[config.mk]
export PLATFORM = sky130hd
export DESIGN_NAME = wdog_bcd_timer
export DESIGN_NICKNAME = d
export VERILOG_FILES = /design/src/rtl/wdt_pkg.sv /design/src/rtl/wdt_bcd_dec.sv /design/src/rtl/wdt_pulse_timer.sv /design/src/rtl/wdt_irq_route.sv /design/src/rtl/wdog_bcd_timer.sv
export SDC_FILE = /design/constraint.sdc
export NUM_CORES = 1
export LEC_CHECK = 0
export BUFFER_PORTS_ARGS = -buffer_cell sky130_fd_sc_hd__buf_2
export CAP_MARGIN = 20
export CORE_AREA = 2 2 106 97
export CTS_CLUSTER_DIAMETER = 80
export CTS_CLUSTER_SIZE = 20
export DETAILED_ROUTE_END_ITERATION = 10
export DIE_AREA = 0 0 108 99
export HOLD_SLACK_MARGIN = 0.15
export PLACE_DENSITY = 0.43
export SLEW_MARGIN = 25
export SYNTH_ARGS = -nofsm -noshare
export SYNTH_HDL_FRONTEND = slang
export SYNTH_SLANG_ARGS = --single-unit
[constraint.sdc]
create_clock -name clk -period 6 [get_ports clk]
set_clock_uncertainty 0.15 [all_clocks]
set_input_delay 1.2 -clock clk [delete_from_list [all_inputs] [get_ports clk]]
set_output_delay 1.2 -clock clk [all_outputs]
set_load 0.05 [all_outputs]
[src/rtl/wdt_pkg.sv]
package wdt_pkg;
    localparam int WDT_DIGITS_DEF = 4;
    localparam int WDT_PULSE_DEF  = 13;

    typedef enum logic {
        OUT_LEVEL = 1'b0,
        OUT_PULSE = 1'b1
    } irq_mode_e;
endpackage

[src/rtl/wdt_bcd_dec.sv]
module wdt_bcd_dec #(
    parameter int DIGITS = 4
) (
    input  logic [4*DIGITS-1:0] val,
    output logic [4*DIGITS-1:0] dec,
    output logic                is_one
);
    logic [DIGITS-1:0] borrow;

    assign borrow[0] = 1'b1;

    generate
        for (genvar g = 0; g < DIGITS; g++) begin : g_digit
            logic [3:0] dig;
            assign dig = val[4*g +: 4];
            assign dec[4*g +: 4] = !borrow[g] ? dig :
                                   (dig == 4'd0) ? 4'd9 : dig - 4'd1;
            if (g + 1 < DIGITS) begin : g_chain
                assign borrow[g+1] = borrow[g] && (dig == 4'd0);
            end
        end
    endgenerate

    assign is_one = (val == {{(4*DIGITS-1){1'b0}}, 1'b1});
endmodule

[src/rtl/wdt_pulse_timer.sv]
module wdt_pulse_timer #(
    parameter int TICKS = 13
) (
    input  logic clk,
    input  logic rst_n,
    input  logic start,
    input  logic abort,
    input  logic tick,
    output logic done
);
    localparam int CW = $clog2(TICKS + 1);
    localparam logic [CW-1:0] LOAD = CW'(TICKS);

    logic [CW-1:0] cnt_d, cnt_q;

    always_comb begin
        cnt_d = cnt_q;
        done  = 1'b0;
        if (abort) begin
            cnt_d = '0;
        end else if (start) begin
            cnt_d = LOAD;
        end else if (tick && cnt_q != '0) begin
            cnt_d = cnt_q - CW'(1);
            done  = (cnt_q == CW'(1));
        end
    end

    always_ff @(posedge clk or negedge rst_n) begin
        if (!rst_n) cnt_q <= '0;
        else        cnt_q <= cnt_d;
    end

    AST_PULSE_HOLDS: assert property (@(posedge clk) disable iff (!rst_n)
        (!tick && !start && !abort) |=> $stable(cnt_q));
    AST_PULSE_BOUND: assert property (@(posedge clk) disable iff (!rst_n)
        (cnt_q <= LOAD));
endmodule

[src/rtl/wdt_irq_route.sv]
module wdt_irq_route (
    input  logic wd_act,
    input  logic tod_act,
    input  logic swap,
    input  logic b_high,
    output logic irq_a_n,
    output logic irq_b
);
    logic a_act, b_act;

    always_comb begin
        a_act   = swap ? tod_act : wd_act;
        b_act   = swap ? wd_act  : tod_act;
        irq_a_n = !a_act;
        irq_b   = b_high ? b_act : !b_act;
    end

    always_comb begin
        AST_BOTH_ON_A: assert (!(wd_act && tod_act) || !irq_a_n);
        AST_BOTH_OFF_B: assert ((wd_act || tod_act) || (irq_b == !b_high));
    end
endmodule

[src/rtl/wdog_bcd_timer.sv]
module wdog_bcd_timer #(
    parameter int DIGITS      = wdt_pkg::WDT_DIGITS_DEF,
    parameter int PULSE_TICKS = wdt_pkg::WDT_PULSE_DEF
) (
    input  logic       clk,
    input  logic       rst_n,
    input  logic       reg_en,
    input  logic       reg_wr,
    input  logic       reg_sel,
    input  logic [7:0] reg_wdata,
    output logic [7:0] reg_rdata,
    input  logic       tick_100hz,
    input  logic       tick_4khz,
    input  logic       cfg_pulse,
    input  logic       cfg_mask,
    input  logic       cfg_swap,
    input  logic       cfg_b_high,
    input  logic       tod_irq,
    output logic       wd_flag,
    output logic       irq_a_n,
    output logic       irq_b
);
    import wdt_pkg::*;

    localparam int PW = 4 * DIGITS;

    typedef struct packed {
        logic [PW-1:0] period;
        logic [PW-1:0] count;
        logic          flag;
    } wdt_state_t;

    wdt_state_t s_d, s_q;
    irq_mode_e  mode;
    logic [PW-1:0] cnt_dec, new_period;
    logic cnt_one, timeout, pulse_done, per_zero;

    assign mode     = irq_mode_e'(cfg_pulse);
    assign per_zero = (s_q.period == '0);

    wdt_bcd_dec #(.DIGITS(DIGITS)) i_dec (
        .val    (s_q.count),
        .dec    (cnt_dec),
        .is_one (cnt_one)
    );

    wdt_pulse_timer #(.TICKS(PULSE_TICKS)) i_pulse (
        .clk   (clk),
        .rst_n (rst_n),
        .start (timeout),
        .abort (reg_en),
        .tick  (tick_4khz),
        .done  (pulse_done)
    );

    always_comb begin
        new_period = s_q.period;
        if (reg_en && reg_wr) new_period[8*reg_sel +: 8] = reg_wdata;

        s_d     = s_q;
        timeout = 1'b0;
        if (reg_en) begin
            s_d.period = new_period;
            s_d.count  = new_period;
            s_d.flag   = 1'b0;
        end else begin
            if (tick_100hz && !per_zero) begin
                if (cnt_one) begin
                    timeout   = 1'b1;
                    s_d.count = s_q.period;
                    s_d.flag  = 1'b1;
                end else begin
                    s_d.count = cnt_dec;
                end
            end
            if (!timeout && pulse_done && mode == OUT_PULSE) s_d.flag = 1'b0;
        end
    end

    always_ff @(posedge clk or negedge rst_n) begin
        if (!rst_n) s_q <= '0;
        else        s_q <= s_d;
    end

    assign reg_rdata = s_q.period[8*reg_sel +: 8];
    assign wd_flag   = s_q.flag;

    wdt_irq_route i_route (
        .wd_act  (s_q.flag && !cfg_mask),
        .tod_act (tod_irq),
        .swap    (cfg_swap),
        .b_high  (cfg_b_high),
        .irq_a_n (irq_a_n),
        .irq_b   (irq_b)
    );

    AST_ACCESS_CLEARS: assert property (@(posedge clk) disable iff (!rst_n)
        reg_en |=> !wd_flag);
    AST_READ_KEEPS: assert property (@(posedge clk) disable iff (!rst_n)
        (reg_en && !reg_wr) |=> $stable(s_q.period));
    AST_COUNT_LIVE: assert property (@(posedge clk) disable iff (!rst_n)
        (s_q.period != '0) |-> (s_q.count != '0));
    AST_IDLE_NO_ALARM: assert property (@(posedge clk) disable iff (!rst_n)
        (per_zero && !s_q.flag) |=> !s_q.flag);
    AST_PULSE_RELEASE: assert property (@(posedge clk) disable iff (!rst_n)
        (mode == OUT_PULSE && pulse_done && !reg_en && !tick_100hz) |=> !s_q.flag);
    AST_MASK_QUIET: assert property (@(posedge clk) disable iff (!rst_n)
        (cfg_mask && !cfg_swap) |-> irq_a_n);
endmodule

# == Word level (Yosys, flattened, before mapping) ==
# Index checks and enable logic that the tools add are counted.
# W data, S select, Z words.
# word_totals
ff_bits,37
in_bits,20
# op_classes
add_sub_neg,6
n_eq_ne,2
n_shift,3
muxes,27
n_reduce_logical,30
# ops
cell,count
$mux W4,10
$mux W17,2
$neg A4 Y34,1
$shift A8 B34 Y16 const A,1
$shiftx A8 B34 Y16,1
$mux W16,2
$sub A4 B1 Y4 const B,5
$reduce_bool A3 Y1,6
$bwmux W16,1
$eq A16 B1 Y1 const B,1
$logic_not A16 Y1,1
$logic_not A4 Y1,4
$shiftx A16 B5 Y8,1
$mux W1,12
$logic_and A1 B1 Y1,8
$reduce_and A2 Y1,4
$logic_not A1 Y1,5
$eq A4 B1 Y1 const B,1
$reduce_bool A4 Y1,1
$reduce_bool A2 Y1,1

# == Longest topological paths before layout ==
# depth
depth_word,12
mapped_depth,7
ltp_nobuf,6

# == Modules after synthesis ==
# A second synthesis with hierarchy kept.
# unflattened
cells_unflattened,245
hier_area_um2,2590.0
# modules_own_cells
mod,n_inst,cells_each,area_per_inst_um2,seq_area_each_um2
wdog_bcd_timer,1,163,1966.9,825.8
wdt_bcd_dec,1,50,331.6,0.0
wdt_pulse_timer,1,29,262.8,100.1
wdt_irq_route,1,3,28.8,0.0

# == Worst setup path before layout ==
# OpenSTA, ideal clock, no wires.
# synth_timing
kind,input -> output
startpoint,in reg_sel
endpoint,out reg_rdata[3]
arrival_ns,2.700
t_required_ns,4.650
setup_slack_ns,1.950
stages,3
n_path_buf,2
path_cell_list,clkbuf_1 clkbuf_1 o21ai_0
# synth_via
elab_chain_cells,1
# synth_lines
element,line,source
"start, declared",wdog_bcd_timer.sv:9,"input logic reg_sel,"
$shiftx A16 B5 Y8,wdog_bcd_timer.sv:85,assign reg_rdata = s_q.period[8*reg_sel +: 8];
"end, declared",wdog_bcd_timer.sv:11,"output logic [7:0] reg_rdata,"
# Every way passes these cells.

# == Final worst setup path ==
# layout_timing
startpoint,in reg_sel
endpoint,out reg_rdata[1]
# The elaborated chain is that of the path after synthesis.

==> flow_summary.json <==
{
  "cp_max_fo": 18,
  "grt_max_degree": 38,
  "slew-limit-headroom_pct": 34.6,
  "die_h_um": 99,
  "grt_pass1_vias": 1955,
  "final_common_cell": "dfrtp_1",
  "synth_edf_count": 0,
  "num_rows": 34,
  "overflow": 0,
  "ff2ff_path_depth": 5,
  "final.setup.worst_slack_ns": 2.56,
  "worst-setup-path-type": "primary input to primary output",
  "root_buffer": "clkbuf_8",
  "rr_startpoint": "s_q[1]",
  "synth_ff_type": "dfrtp_1",
  "tns_ns": 0,
  "cts.repair.resized": 0,
  "period_share_pct": 57.3,
  "cts_buffers": 5,
  "synth_cell_types": 51,
  "rrSetupSlack_ns": 3.03,
  "hold_class": "register to register",
  "cts.sinks": 37,
  "grt_pass1_wl_um": 10500,
  "ctsHoldBuffers": 0,
  "hold_path_end": "s_q[24]",
  "setup_viol": 0,
  "post-dp-hpwl_um": 4350,
  "drive_gt1_share_pct": 25.8,
  "io_buffers": 30,
  "synth_fp_nets": 266,
  "critPathCaptureType": "primary output",
  "fmax_mhz": 291,
  "ios": 31,
  "ant_nets": 0,
  "cts_setup_buffers": 0,
  "drv_slew": 0,
  "status": "completed",
  "worstPathArrival_ns": 2.09,
  "avgSynthCellArea_um2": 9.63,
  "syn_inst": 244,
  "whs_path_depth": 1,
  "synth_top_area_cell": "dfrtp_1",
  "seq_area_frac_synth_pct": 39.4,
  "critPathLaunchType": "primary input",
  "leakage_nw": 1.14,
  "finalPower_mw": 0.878,
  "cts_tree": "built",
  "hold_viol": 0,
  "post_drt_wl_per_cell_um": 16.1,
  "drt_wl_total_um": 6330,
  "required_ns": 4.65,
  "track_usage_pct": 12.4,
  "tightest_slew_ns": 0.974,
  "core_area_um2": 9570,
  "routed-via-count": 1969,
  "cts_buffer_depth": 2,
  "diodes": 0,
  "drt_iter0_markers": 96,
  "peakVddDrop_uv": 140,
  "clk_latency_ns": 0.29,
  "place.gp.congestion": 0.777,
  "max-cap-violations": 0,
  "seqCellArea_um2": 926,
  "syn2layout_area_growth_pct": 15.3,
  "synthTopCellsByArea": "dfrtp_1 (39%), mux2_2 (9.1%), mux2i_1 (5.5%)",
  "synth_area_um2": 2350,
  "min_from": "s_q[24]",
  "post-place-ws_ns": 2.56,
  "drc_errors": 0,
  "power_density_nw_per_um2": 324,
  "num-fill-cells": 1039,
  "yosys_warnings": 0,
  "initial_core_util_pct": 24.5,
  "multiInputGateArea_um2": 1330,
  "fin_crit_ns": 3.44,
  "timing.rr.end": "s_q[6]",
  "holdWs_ns": 0.397,
  "die-area_um2": 10700,
  "grt_antenna_before_repair": 0,
  "die_width_um": 108,
  "synth_seq_cells": 37,
  "synthArstFlopShare_pct": 100,
  "final_cell_mix": "dfrtp_1 (37), buf_2 (30), nand2_1 (24), mux2_2 (19), a21oi_1 (18)",
  "rsz0062_at_grt": "false",
  "first_pass_iters": 4,
  "clk_pin_slew_worst_paths_ns": 0.08,
  "htree_levels": 2,
  "via_per_inst": 5.01,
  "synth_top_area_share_pct": 39.4,
  "nNetsFinal": 288
}
[power breakdown]
group	internal, mW	switching, mW
sequential	0.302	0.0756
combinational	0.118	0.152
clock	0.136	0.0942
total	0.556	0.322
[metrics by stage]
stage	utilization, %	std cells	instance area (um2)
6_report	28.3	393	2710
2_1_floorplan	-	244	2350
3_5_place_dp	27.1	385	2590
5_1_grt	28.3	393	2710
4_1_cts	28.3	393	2710
3_3_place_gp	27.1	385	2590
[kinds of logic after synthesis]
family	count (synthesis)	share of synthesized area [%]
mux	39	18.5
flops	37	39.4
simple gates	75	17.4
buf+inv	24	4.21
compound gates	63	17.9
xor+xnor	4	1.49
fa+ha+maj	2	1.06
[worst max-delay path: stages]
cell and delay [ns]:
buf_2 0.30, mux2_2 0.37, buf_2 0.21
[worst max-delay path by stage]
| stage | from | end | cells after the start |
|---|---|---|---|
| 6_report | reg_sel | reg_rdata[1] | 3 |
| 5_1_grt | reg_sel | reg_rdata[6] | 3 |
| 4_1_cts | reg_sel | reg_rdata[0] | 3 |
| 3_5_place_dp | reg_sel | reg_rdata[0] | 3 |
| 3_3_place_gp | reg_sel | reg_rdata[1] | 3 |
| 2_1_floorplan | reg_sel | reg_rdata[3] | 3 |
[sequential cells by signal, indices dropped and copies added, names as in the netlist]
| signal | cells |
|---|---|
| s_q | 32 |
| wd_flag | 1 |
| i_pulse.cnt_q | 4 |
[per-layer routing]
metal / up-vias / GRT usage [%] / share of wire [%]
li1: 956 / - / -
met3: 4 / 1.98 / 4.2
met1: 961 / 17.6 / 50
met2: 48 / 19.4 / 44
met5: - / 0 / 0
met4: 0 / 3.45 / 0.92
[final cells by class]
class | count | share of cell area (%)
Sequential cell | 37 | 34.2
Inverter | 9 | 1.25
Clock inverter | 1 | 1.11
Multi-Input combinational cell | 183 | 48.9
Tap cell | 126 | 5.82
Timing Repair Buffer | 30 | 5.54
Clock buffer | 7 | 3.19
[cell usage after synthesis (2+ instances only)]
master     n
a211o_1    2
a211oi_1   4
a21oi_1   18
a221o_1    3
a31oi_1    3
and3_1     4
clkbuf_1  13
dfrtp_1   37
ha_1       2
inv_1      9
mux2_1     4
mux2_2    19
mux2_4     3
mux2i_1   13
nand2_1   24
nand2b_1   2
nand3_1    5
nand4_1    4
nor2_1    11
nor2b_1    2
nor3_1     4
nor4_1     6
o21a_1     2
o21ai_0   11
o21ai_1    5
o31ai_1    3
or4_1      3
or4b_2     3
xor2_1     3
Note: power is estimated with default switching activity, not from simulation.
